File: src/rtl/bch_gf_pkg.sv
package bch_gf_pkg;
  localparam int GF_M = 4;
  localparam int GF_N = (1 << GF_M) - 1;
  // low-order terms of the field polynomial x^4 + x + 1
  localparam logic [GF_M-1:0] GF_RED = 4'b0011;

  typedef logic [GF_M-1:0] gf_t;

  function automatic gf_t gf_mul(gf_t a, gf_t b);
    gf_t acc;
    gf_t sh;
    acc = '0;
    sh  = a;
    for (int i = 0; i < GF_M; i++) begin
      if (b[i]) acc = acc ^ sh;
      if (sh[GF_M-1]) sh = {sh[GF_M-2:0], 1'b0} ^ GF_RED;
      else            sh = {sh[GF_M-2:0], 1'b0};
    end
    return acc;
  endfunction

  function automatic gf_t gf_apow(int e);
    gf_t r;
    int  em;
    r  = gf_t'(1);
    em = e % GF_N;
    for (int i = 0; i < GF_N; i++)
      if (i < em) r = gf_mul(r, gf_t'(2));
    return r;
  endfunction

  // a^(N-1) is the inverse of a nonzero element; 0 maps to 0
  function automatic gf_t gf_inv(gf_t a);
    gf_t r;
    r = gf_t'(1);
    for (int i = 0; i < GF_N - 1; i++) r = gf_mul(r, a);
    return r;
  endfunction
endpackage

File: src/rtl/bch_bm_solver.sv
module bch_bm_solver
  import bch_gf_pkg::*;
#(
  parameter int T = 3
) (
  input  logic                      clk,
  input  logic                      rst,
  input  logic                      start,
  input  logic [2*T*GF_M-1:0]       synd_in,
  output logic [(T+1)*GF_M-1:0]     lam_flat,
  output logic [$clog2(2*T+2)-1:0]  len_o,
  output logic                      done
);
  localparam int M  = GF_M;
  localparam int LW = $clog2(2*T+2);
  localparam int KW = $clog2(T+1);

  logic [2*T*M-1:0] synd_q;
  gf_t              lam_q [T+1];
  gf_t              bp_q  [T+1];
  gf_t              lam_nx[T+1];
  gf_t              bp_nx [T+1];
  logic [LW-1:0]    len_q, len_nx;
  logic [KW-1:0]    k_q;
  logic             run_q;
  gf_t              delta, dinv;
  logic             grow;

  // discrepancy for odd step 2k+1 and the length-changing update
  always_comb begin
    delta = '0;
    for (int i = 0; i <= T; i++) begin
      int idx;
      idx = 2 * int'(k_q) + 1 - i;
      if (idx >= 1 && idx <= 2*T)
        delta = delta ^ gf_mul(lam_q[i], synd_q[(idx-1)*M +: M]);
    end
    dinv = gf_inv(delta);
    grow = (delta != '0) && (int'(len_q) <= int'(k_q));
    for (int i = 0; i <= T; i++) begin
      lam_nx[i] = lam_q[i];
      if (i > 0) lam_nx[i] = lam_q[i] ^ gf_mul(delta, bp_q[i-1]);
      bp_nx[i] = '0;
      if (grow) begin
        if (i > 0) bp_nx[i] = gf_mul(dinv, lam_q[i-1]);
      end else begin
        if (i > 1) bp_nx[i] = bp_q[i-2];
      end
    end
    len_nx = grow ? LW'(2 * int'(k_q) + 1 - int'(len_q)) : len_q;
  end

  always_ff @(posedge clk) begin
    if (rst) begin
      synd_q <= '0;
      len_q  <= '0;
      k_q    <= '0;
      run_q  <= 1'b0;
      done   <= 1'b0;
      for (int i = 0; i <= T; i++) begin
        lam_q[i] <= '0;
        bp_q[i]  <= '0;
      end
    end else begin
      done <= 1'b0;
      if (start) begin
        synd_q <= synd_in;
        len_q  <= '0;
        k_q    <= '0;
        run_q  <= 1'b1;
        for (int i = 0; i <= T; i++) begin
          lam_q[i] <= (i == 0) ? gf_t'(1) : '0;
          bp_q[i]  <= (i == 0) ? gf_t'(1) : '0;
        end
      end else if (run_q) begin
        lam_q <= lam_nx;
        bp_q  <= bp_nx;
        len_q <= len_nx;
        k_q   <= k_q + 1'b1;
        if (k_q == KW'(T-1)) begin
          run_q <= 1'b0;
          done  <= 1'b1;
        end
      end
    end
  end

  for (genvar gi = 0; gi <= T; gi++) begin : g_lam_out
    assign lam_flat[gi*M +: M] = lam_q[gi];
  end
  assign len_o = len_q;
endmodule

File: src/rtl/bch_chien_search.sv
module bch_chien_search
  import bch_gf_pkg::*;
#(
  parameter int T = 3
) (
  input  logic                      clk,
  input  logic                      rst,
  input  logic                      start,
  input  logic [(T+1)*GF_M-1:0]     lam_flat,
  input  logic [$clog2(2*T+2)-1:0]  len_in,
  output logic [GF_N-1:0]           flags_o,
  output logic                      fail_o,
  output logic                      done
);
  localparam int M  = GF_M;
  localparam int N  = GF_N;
  localparam int LW = $clog2(2*T+2);
  localparam int CW = $clog2(N+1);

  gf_t           lam0_q;
  gf_t           term_q [1:T];
  logic [LW-1:0] len_q;
  logic [CW-1:0] pos_q;
  logic [CW-1:0] roots_q;
  logic          run_q;
  gf_t           sum;
  logic          hit;

  // term i steps by alpha^i, so step k evaluates the locator at alpha^k
  for (genvar gi = 1; gi <= T; gi++) begin : g_term
    localparam gf_t STEP = gf_apow(gi);
    always_ff @(posedge clk) begin
      if (rst)        term_q[gi] <= '0;
      else if (start) term_q[gi] <= gf_mul(lam_flat[gi*M +: M], STEP);
      else if (run_q) term_q[gi] <= gf_mul(term_q[gi], STEP);
    end
  end

  always_comb begin
    sum = lam0_q;
    for (int i = 1; i <= T; i++) sum = sum ^ term_q[i];
    hit = run_q && (sum == '0);
  end

  always_ff @(posedge clk) begin
    if (rst) begin
      lam0_q  <= '0;
      len_q   <= '0;
      pos_q   <= '0;
      roots_q <= '0;
      run_q   <= 1'b0;
      flags_o <= '0;
      fail_o  <= 1'b0;
      done    <= 1'b0;
    end else begin
      done <= 1'b0;
      if (start) begin
        lam0_q  <= lam_flat[M-1:0];
        len_q   <= len_in;
        pos_q   <= '0;
        roots_q <= '0;
        run_q   <= 1'b1;
        flags_o <= '0;
        fail_o  <= 1'b0;
      end else if (run_q) begin
        flags_o <= {flags_o[N-2:0], hit};
        roots_q <= roots_q + CW'(hit);
        pos_q   <= pos_q + 1'b1;
        if (pos_q == CW'(N-1)) begin
          run_q  <= 1'b0;
          done   <= 1'b1;
          fail_o <= (int'(len_q) > T) ||
                    ((int'(roots_q) + int'(hit)) != int'(len_q));
        end
      end
    end
  end
endmodule

File: src/rtl/bch_serial_out.sv
module bch_serial_out #(
  parameter int N = 15
) (
  input  logic         clk,
  input  logic         rst,
  input  logic         start,
  input  logic [N-1:0] word_in,
  input  logic         fail_in,
  output logic         dout,
  output logic         vdout,
  output logic         dec_fail,
  output logic         finished
);
  localparam int CW = $clog2(N+1);

  logic [N-1:0]  sh_q;
  logic [CW-1:0] left_q;
  logic          fail_q;

  always_ff @(posedge clk) begin
    if (rst) begin
      sh_q     <= '0;
      left_q   <= '0;
      fail_q   <= 1'b0;
      dout     <= 1'b0;
      vdout    <= 1'b0;
      dec_fail <= 1'b0;
      finished <= 1'b0;
    end else begin
      finished <= 1'b0;
      if (left_q != '0) begin
        dout     <= sh_q[N-1];
        vdout    <= 1'b1;
        dec_fail <= fail_q;
        sh_q     <= {sh_q[N-2:0], 1'b0};
        left_q   <= left_q - 1'b1;
        finished <= (left_q == CW'(1));
      end else begin
        dout     <= 1'b0;
        vdout    <= 1'b0;
        dec_fail <= 1'b0;
        if (start) begin
          sh_q   <= word_in;
          fail_q <= fail_in;
          left_q <= CW'(N);
        end
      end
    end
  end
endmodule

File: src/rtl/bch_locator_corrector.sv
module bch_locator_corrector
  import bch_gf_pkg::*;
#(
  parameter int T = 3
) (
  input  logic                  clk,
  input  logic                  rst,
  input  logic                  start,
  input  logic [GF_N-1:0]       rx_word,
  input  logic [2*T*GF_M-1:0]   syndromes,
  output logic                  dout,
  output logic                  vdout,
  output logic                  dec_fail
);
  localparam int N  = GF_N;
  localparam int LW = $clog2(2*T+2);

  logic                  busy_q;
  logic                  accept;
  logic [N-1:0]          rx_q;
  logic [(T+1)*GF_M-1:0] lam_flat;
  logic [LW-1:0]         lam_len;
  logic                  bm_done;
  logic [N-1:0]          err_flags;
  logic                  search_fail;
  logic                  search_done;
  logic [N-1:0]          fixed_word;
  logic                  out_finished;

  assign accept = start && !busy_q;

  always_ff @(posedge clk) begin
    if (rst) begin
      busy_q <= 1'b0;
      rx_q   <= '0;
    end else begin
      if (accept) begin
        busy_q <= 1'b1;
        rx_q   <= rx_word;
      end else if (out_finished) begin
        busy_q <= 1'b0;
      end
    end
  end

  bch_bm_solver #(.T(T)) i_bm (
    .clk(clk), .rst(rst), .start(accept), .synd_in(syndromes),
    .lam_flat(lam_flat), .len_o(lam_len), .done(bm_done)
  );

  bch_chien_search #(.T(T)) i_search (
    .clk(clk), .rst(rst), .start(bm_done), .lam_flat(lam_flat),
    .len_in(lam_len), .flags_o(err_flags), .fail_o(search_fail),
    .done(search_done)
  );

  assign fixed_word = search_fail ? rx_q : (rx_q ^ err_flags);

  bch_serial_out #(.N(N)) i_out (
    .clk(clk), .rst(rst), .start(search_done), .word_in(fixed_word),
    .fail_in(search_fail), .dout(dout), .vdout(vdout),
    .dec_fail(dec_fail), .finished(out_finished)
  );
endmodule

File: config.mk
export PLATFORM = sky130hd
export DESIGN_NAME = bch_locator_corrector
export DESIGN_NICKNAME = d
export VERILOG_FILES = /design/src/rtl/bch_gf_pkg.sv /design/src/rtl/bch_bm_solver.sv /design/src/rtl/bch_chien_search.sv /design/src/rtl/bch_serial_out.sv /design/src/rtl/bch_locator_corrector.sv
export SDC_FILE = /design/constraint.sdc
export NUM_CORES = 1
export LEC_CHECK = 0
export ABC_AREA = 1
export CAP_MARGIN = 15
export CORE_MARGIN = 2
export CORE_UTILIZATION = 30
export CTS_CLUSTER_DIAMETER = 60
export CTS_CLUSTER_SIZE = 14
export DETAILED_ROUTE_END_ITERATION = 7
export DONT_BUFFER_PORTS = 1
export GPL_TIMING_DRIVEN = 0
export PLACE_DENSITY = 0.5
export SLEW_MARGIN = 5
export SYNTH_ARGS = -nofsm -noshare
export SYNTH_HDL_FRONTEND = slang
export SYNTH_SLANG_ARGS = --single-unit
File: constraint.sdc
create_clock -name clk -period 14.9 [get_ports clk]
set_input_delay 0.745 -clock clk [delete_from_list [all_inputs] [get_ports clk]]
set_output_delay 0.745 -clock clk [all_outputs]
set_load 0.005 [all_outputs]
== Word level (Yosys, flattened, before mapping) ==
Memories as Yosys holds them, arrays and structs flattened.
Cells that the tools add are included.
Operators by class
  add/sub/neg operators: 13
  order comparisons: 10
  equality and inequality tests: 4
  shift-type cells: 4
  multiplexer cells: 263
  bitwise logic cells: 150
  reduce and logical (&&, ||, !) cells: 24
Operator list (count)
  $mux 4: 167
  $xor 4x4->4: 71
  $mux 2: 66
  $not 2->2: 65
  $shiftx 24x32->4: 4
  $ge 32x2->1 const B: 3
  $le 32x4->1 const B: 3
  $sub 30x2->30 const B: 3
  $mux 15: 3
  $mux 13: 3
  $ne 32x4->1: 1
  $mux 1: 22
  $xor 15x15->15: 1
  $mux 12: 1
  $sub 4x2->5 const B: 2
  $reduce_bool 4->1: 2
  $reduce_or 2->1: 4
  $logic_and 1x1->1: 7
  $or 1x1->1: 6
  $reduce_and 2->1: 3
  $reduce_bool 2->1: 3
  $reduce_or 3->1: 2
  $add 4x1->5: 1
  $sub 4x1->5 const B: 1
  other kinds (20): 24
Word-level totals
  register bits after elaboration: 127
  RAM bits: 12
  input port bits: 42
  output and inout bits: 3
  word-level logic and storage cells: 500
  memories: 1
Memory list
  i_search.term_q: words 3, width 4, rd ports 3, clocked after Yosys merged registers in 0, wr ports 3, RTL line bch_chien_search.sv:21  | gf_t term_q [1:T];

== Logic depth before layout (Yosys ltp) ==
  depth in word-level cells: 143
  depth in mapped cells: 134
  depth with buffers taken out: 125

== Cells and area by module ==
Synthesis repeated with hierarchy kept, for this count alone.
Second synthesis, totals
  cell total of the unflattened synthesis: 2341
  area total of the unflattened synthesis: 13405.4 um2
By module, submodules not included
  bch_bm_solver: times used 1, cells each 1727, area each 9011.1 um2, sequential area each 1061.0 um2
  bch_chien_search: times used 1, cells each 228, area each 2079.5 um2, sequential area each 1021.0 um2
  bch_serial_out: times used 1, cells each 188, area each 1239.9 um2, sequential area each 480.5 um2
  bch_locator_corrector: times used 1, cells each 198, area each 1074.8 um2, sequential area each 320.3 um2

== Worst setup path after synthesis ==
OpenSTA, ideal clock, no wires.
  path type: reg-to-reg
  start point: register i_bm.k_q[0]
  end point: register i_bm.bp_q[5] (netlist name)
  library setup time: 0.132 ns
  arrival: 11.542 ns
  data required time: 14.768 ns
  path slack: 3.226 ns
  stages on the path, launching flop included: 123
  path buffers: 10
  clock period less this slack: 11.674 ns
  path through: dfxtp_1 inv_2 buf_6 buf_2 ha_1 inv_2 clkbuf_1 ha_1 clkinv_1 nand2_1 inv_1 nand2_1 o21bai_1 nand2_1 nand2_1 nand2_1 o21ai_0 nand3_1 [... 87 more ...] nand2_1 nand2_2 nand2_4 nand3_1 nand2_1 nor2_1 nand2_1 nand2_1 nand2_2 nand2_2 nand2_1 nand2_1 nor2_1 nand2_1 nand2_1 nand2_1 nand3_1 a21oi_1
Between the ends
  cells in the longest elaborated chain, start to end: 128
  elaborated cells between the ends (all ways): 269
  those cells by class: add/sub: 7; order compare: 9; shift: 4; mux: 144; bitwise: 99; reduce/logical: 6
Ends and longest elaborated chain
  start: declaration: RTL line bch_bm_solver.sv:24  | logic [KW-1:0] k_q;
  start signal: assignment: RTL line bch_bm_solver.sv:79  | k_q <= k_q + 1'b1;
  $add 3x1->4: RTL line bch_bm_solver.sv:34  | idx = 2 * int'(k_q) + 1 - i;
  $sub 4x1->5: RTL line bch_bm_solver.sv:34
  $sub 30x2->30: RTL line bch_bm_solver.sv:36  | delta = delta ^ gf_mul(lam_q[i], synd_q[(idx-1)*M +: M]);
  $shiftx 24x32->4: RTL line bch_bm_solver.sv:36
  $mux 4: RTL line bch_gf_pkg.sv:15  | if (b[i]) acc = acc ^ sh;
  $mux 4: RTL line bch_bm_solver.sv:35  | if (idx >= 1 && idx <= 2*T)
  $xor 4x4->4: RTL line bch_gf_pkg.sv:15
  $mux 4: RTL line bch_gf_pkg.sv:15
  [... 112 more ...]
  $mux 4: RTL line bch_gf_pkg.sv:15
  $mux 4: RTL line bch_bm_solver.sv:44  | if (grow) begin
  $xor 4x4->4: RTL line bch_gf_pkg.sv:15
  $mux 4: RTL line bch_gf_pkg.sv:15
  $mux 4: RTL line bch_bm_solver.sv:44
  $xor 4x4->4: RTL line bch_gf_pkg.sv:15
  $mux 4: RTL line bch_gf_pkg.sv:15
  $mux 4 (*): RTL line bch_bm_solver.sv:44
  end signal: indexed assignment: RTL line bch_bm_solver.sv:73  | bp_q[i] <= (i == 0) ? gf_t'(1) : '0;
  end signal: assignment: RTL line bch_bm_solver.sv:77  | bp_q <= bp_nx;
  end: declaration: RTL line bch_bm_solver.sv:20  | gf_t bp_q [T+1];
Every way passes the cells marked *; elsewhere a longest branch is shown, timed or not. The select of a mux whose other input is x is not followed.
A chain may end at the register's enable or synchronous reset.

== Worst setup path after layout ==
Ends and elaborated chain as after synthesis.

==> impl_results.md <==
* Status: finished clean
* Mapped Avg Cell Area at 5.622 um^2
* Synth Register Bits at 135
* CTS tree: built
* First-pass detailed-route iteration total at 7
* PortBufs at 0
* Core ar. at 0.04195 mm^2
* Synth warn at 0
* Peak fanout along the critical path at 12
* Commonest cells in the synthesized netlist: nand2_1, nand3_1, inv_1
* Post-synth EDFFs at 12
* Vias at 13720
* First-pass GRT wire length at 62270 um
* Number of H-tree levels at 4
* Routed WL at 37380 um
* Ys flop type: dfxtp_1
* Clk sink count at 135
* Max clock buf depth at 2
* Crit. End Element: register
* Die Wd at 210.2 um
* ANT cells at 0
* Post-Layout Cell Count at 2846
* Ys async rst share at 0%
* Leak pwr at 0.006471 uW
* Layout Skew at 0.01134 ns
* Initial antenna violation count at 0
* Worst path max stage delay at 0.40 ns
* Multi-input logic area at 0.008573 mm^2
* Seq pwr share at 39.4%
* Internal power at 663.2 uW
* Power Total at 1013 uW
* Max-slew headroom at 29.22%
* Final setup fails at 0
* Period utilization at 87.77%
* Seq/Total Area, Yosys at 22.12%
* Antenna Nets Post-Route at 0
* FF+latch area at 0.002828 mm^2
* DPL Wire Length at 28790 um
* CTS Buf Count at 17
* P&R area growth vs syn at 10.96%
* Top cell type's share of synthesized area at 24.09%
* Total global routing overflow at 0
* FILL cells at 4631
* DR DRC count at 0
* Psw at 349.9 uW
* FMAX at 0.07646 GHz
* Final Net Count at 2353
* Mapped Nets at 2329
* Data required, critical path at 15.26 ns
* Period minus WS final at 13.08 ns
* Worst-path clk slew at 0.07 ns
* Worst Path Arrival at 13.44 ns
* Tot GR Track Use at 17.07%
* Worst-Margin Slew at 1.062 ns
* IO Pins at 45
* Skew-Pair Late Insertion Delay at 0.43 ns
* Hold_buf cts at 0
* Crit-path most repeated cell: nand2_1
* Slowest CP cell: dfxtp_4
* Power density over the cells at 71.55 mW/mm^2
* Switching power share of the total at 34.53%
* Synth area leader: nand2_1
* Min-Delay Path Class: primary input to register
* Initial Util at 30.42%
* Final GP Congestion at 0.8559
* Final TNS setup at 0 ns
* Clock power frac at 41.2%
* Comb pwr share at 19.4%
* Cell count after placement at 2809
* Startpoint Class: register
* Top-count cell post-synth: nand2_1
* Row cnt at 75
* Maximum vdd drop at 0.00005696 V
* Vias/cell at 4.822
* Hold Vio Cnt, Final at 0
* Synthesized area at 0.01276 mm^2
* Final count of pins violating max slew at 0
* Max cap viols at 0
* Starting DRT DRC Count at 692
* Top cells by area, synth: nand2_1, dfxtp_1, nand3_1
* Die Ht at 210.2 um
* Root buffer cell: clkbuf_16
* Routed len/inst at 13.13 um
* Yosys cell types at 36
* Number of global-route vias before repair at 12670
* Share of layout cells above drive strength 1 at 9.710%
* Crit Path Category: register to register
* Die area at 0.04420 mm^2
* Largest net degree at the start of global routing at 22
* Syn Inst Count at 2270
==> cells by family (layout without fill, tap and decap cells) <==
logic type / count (synthesis) / after routing / synth area share [%]
AOI/OAI and AO/OA: 223 / 223 / 9.452
buffers and inverters: 356 / 393 / 10.95
DFF: 135 / 135 / 22.12
adders and majority gates: 17 / 17 / 1.667
xor gates and xnor gates: 82 / 82 / 5.628
and+or+nand+nor: 1457 / 1457 / 50.18
==> path summary, 6_finish.rpt <==
kind	to	start	depth (start not counted)	slack (ns)
setup / recovery	i_bm.bp_q[5]	i_bm.k_q[0]	123	1.82
hold / removal	i_out.vdout	rst	1	0.41
setup reg to reg	i_bm.bp_q[5]	i_bm.k_q[0]	123	1.82
hold reg to reg	i_out.dout	i_out.sh_q[14]	2	0.44
==> critical path: cells and delay by family, from the launching register on <==
| family | cells | cell delay, ns |
|---|---|---|
| buffers and inverters | 24 | 2.86 |
| adders and majority gates | 3 | 0.80 |
| DFF | 1 | 0.40 |
| and+or+nand+nor | 94 | 8.57 |
| xor gates and xnor gates | 1 | 0.16 |
| AOI/OAI and AO/OA | 1 | 0.16 |
==> flip-flops by register name (all words and copies together) (netlist names), 3 cells and up <==
signal	flops
i_search.pos_q	4
i_bm.len_o	3
i_out.left_q	4
i_bm.bp_q	9
i_search.len_q	3
i_search.roots_q	4
rx_q	15
i_search.term_q	12
i_out.sh_q	15
i_bm.lam_flat	13
i_search.flags_o	15
i_bm.synd_q	24
==> cell usage in the layout (no fill, tap or decap), types with 3 or more instances in the layout <==
cell type,n
nand2_1,816
nand3_1,324
inv_1,241
nor2_1,176
dfxtp_1,121
o21ai_0,90
a21oi_1,76
nand2_2,60
xnor2_1,44
xor2_1,38
clkbuf_1,34
nand3_2,28
inv_2,27
buf_2,22
o22ai_1,20
clkbuf_16,17
a31oi_1,16
ha_1,15
nand4_1,14
nand3b_1,13
edfxtp_1,12
buf_4,11
o21ai_1,10
nand2_4,10
buf_6,9
nor2_2,9
clkinv_1,8
inv_6,6
o21bai_1,4
inv_8,4
clkinvlp_4,3
nor2_4,3
buf_1,3
==> through the flow <==
step | hold WS, ns | instance area, um^2 | utilization [%] | setup slack, ns
after CTS | 0.3966 | 14010 | 33.41 | 0.02083
final | 0.4084 | 14160 | 33.76 | 1.822
after global routing | 0.3915 | 14160 | 33.76 | -0.01264
after global placement | 0.4443 | 13440 | 32.03 | 0.006620
after detailed placement | 0.4470 | 13440 | 32.03 | -0.1268
after floorplan | 0.4083 | 12760 | - | 3.226
==> power by group through the flow <==
| stage | Combinational, uW | Sequential (uW) | Clock (uW) |
|---|---|---|---|
| 6_report | 197 | 399 | 417 |
| 5_1_grt | 222 | 401 | 443 |
| 4_1_cts | 192 | 399 | 425 |
| 3_5_place_dp | 191 | 407 | 0 |
| 3_3_place_gp | 190 | 407 | 0 |
| 2_1_floorplan | 139 | 402 | 0 |
==> routing by layer <==
metal | vias up | share of wire, % | GRT usage, % | wire length [um]
li1 | 7280 | - | - | -
met1 | 6232 | 49 | 23.01 | 18370
met2 | 184 | 47 | 29.64 | 17570
met3 | 27 | 3.1 | 1.907 | 1143
met4 | 0 | 0.78 | 2.935 | 293
met5 | - | 0 | 0 | 0
==> final cells by class <==
cell class | count | share of cell area [%]
Inverter | 279 | 7.467
Tap cell | 539 | 4.763
Buffer | 76 | 2.863
Clock buffer | 17 | 3.004
Timing Repair Buffer | 6 | 0.3181
Multi-Input combinational cell | 1779 | 60.55
Clock inverter | 15 | 1.069
Sequential cell | 135 | 19.97
==> what timing repair did <==
item	CTS	global route
setup endpoints to repair	4	8
endpoints found under the hold margin	0	0
gates resized for setup	2	47
setup buffers	0	6
pin swaps	0	0
No activity file was read; power rests on OpenSTA's default activity.
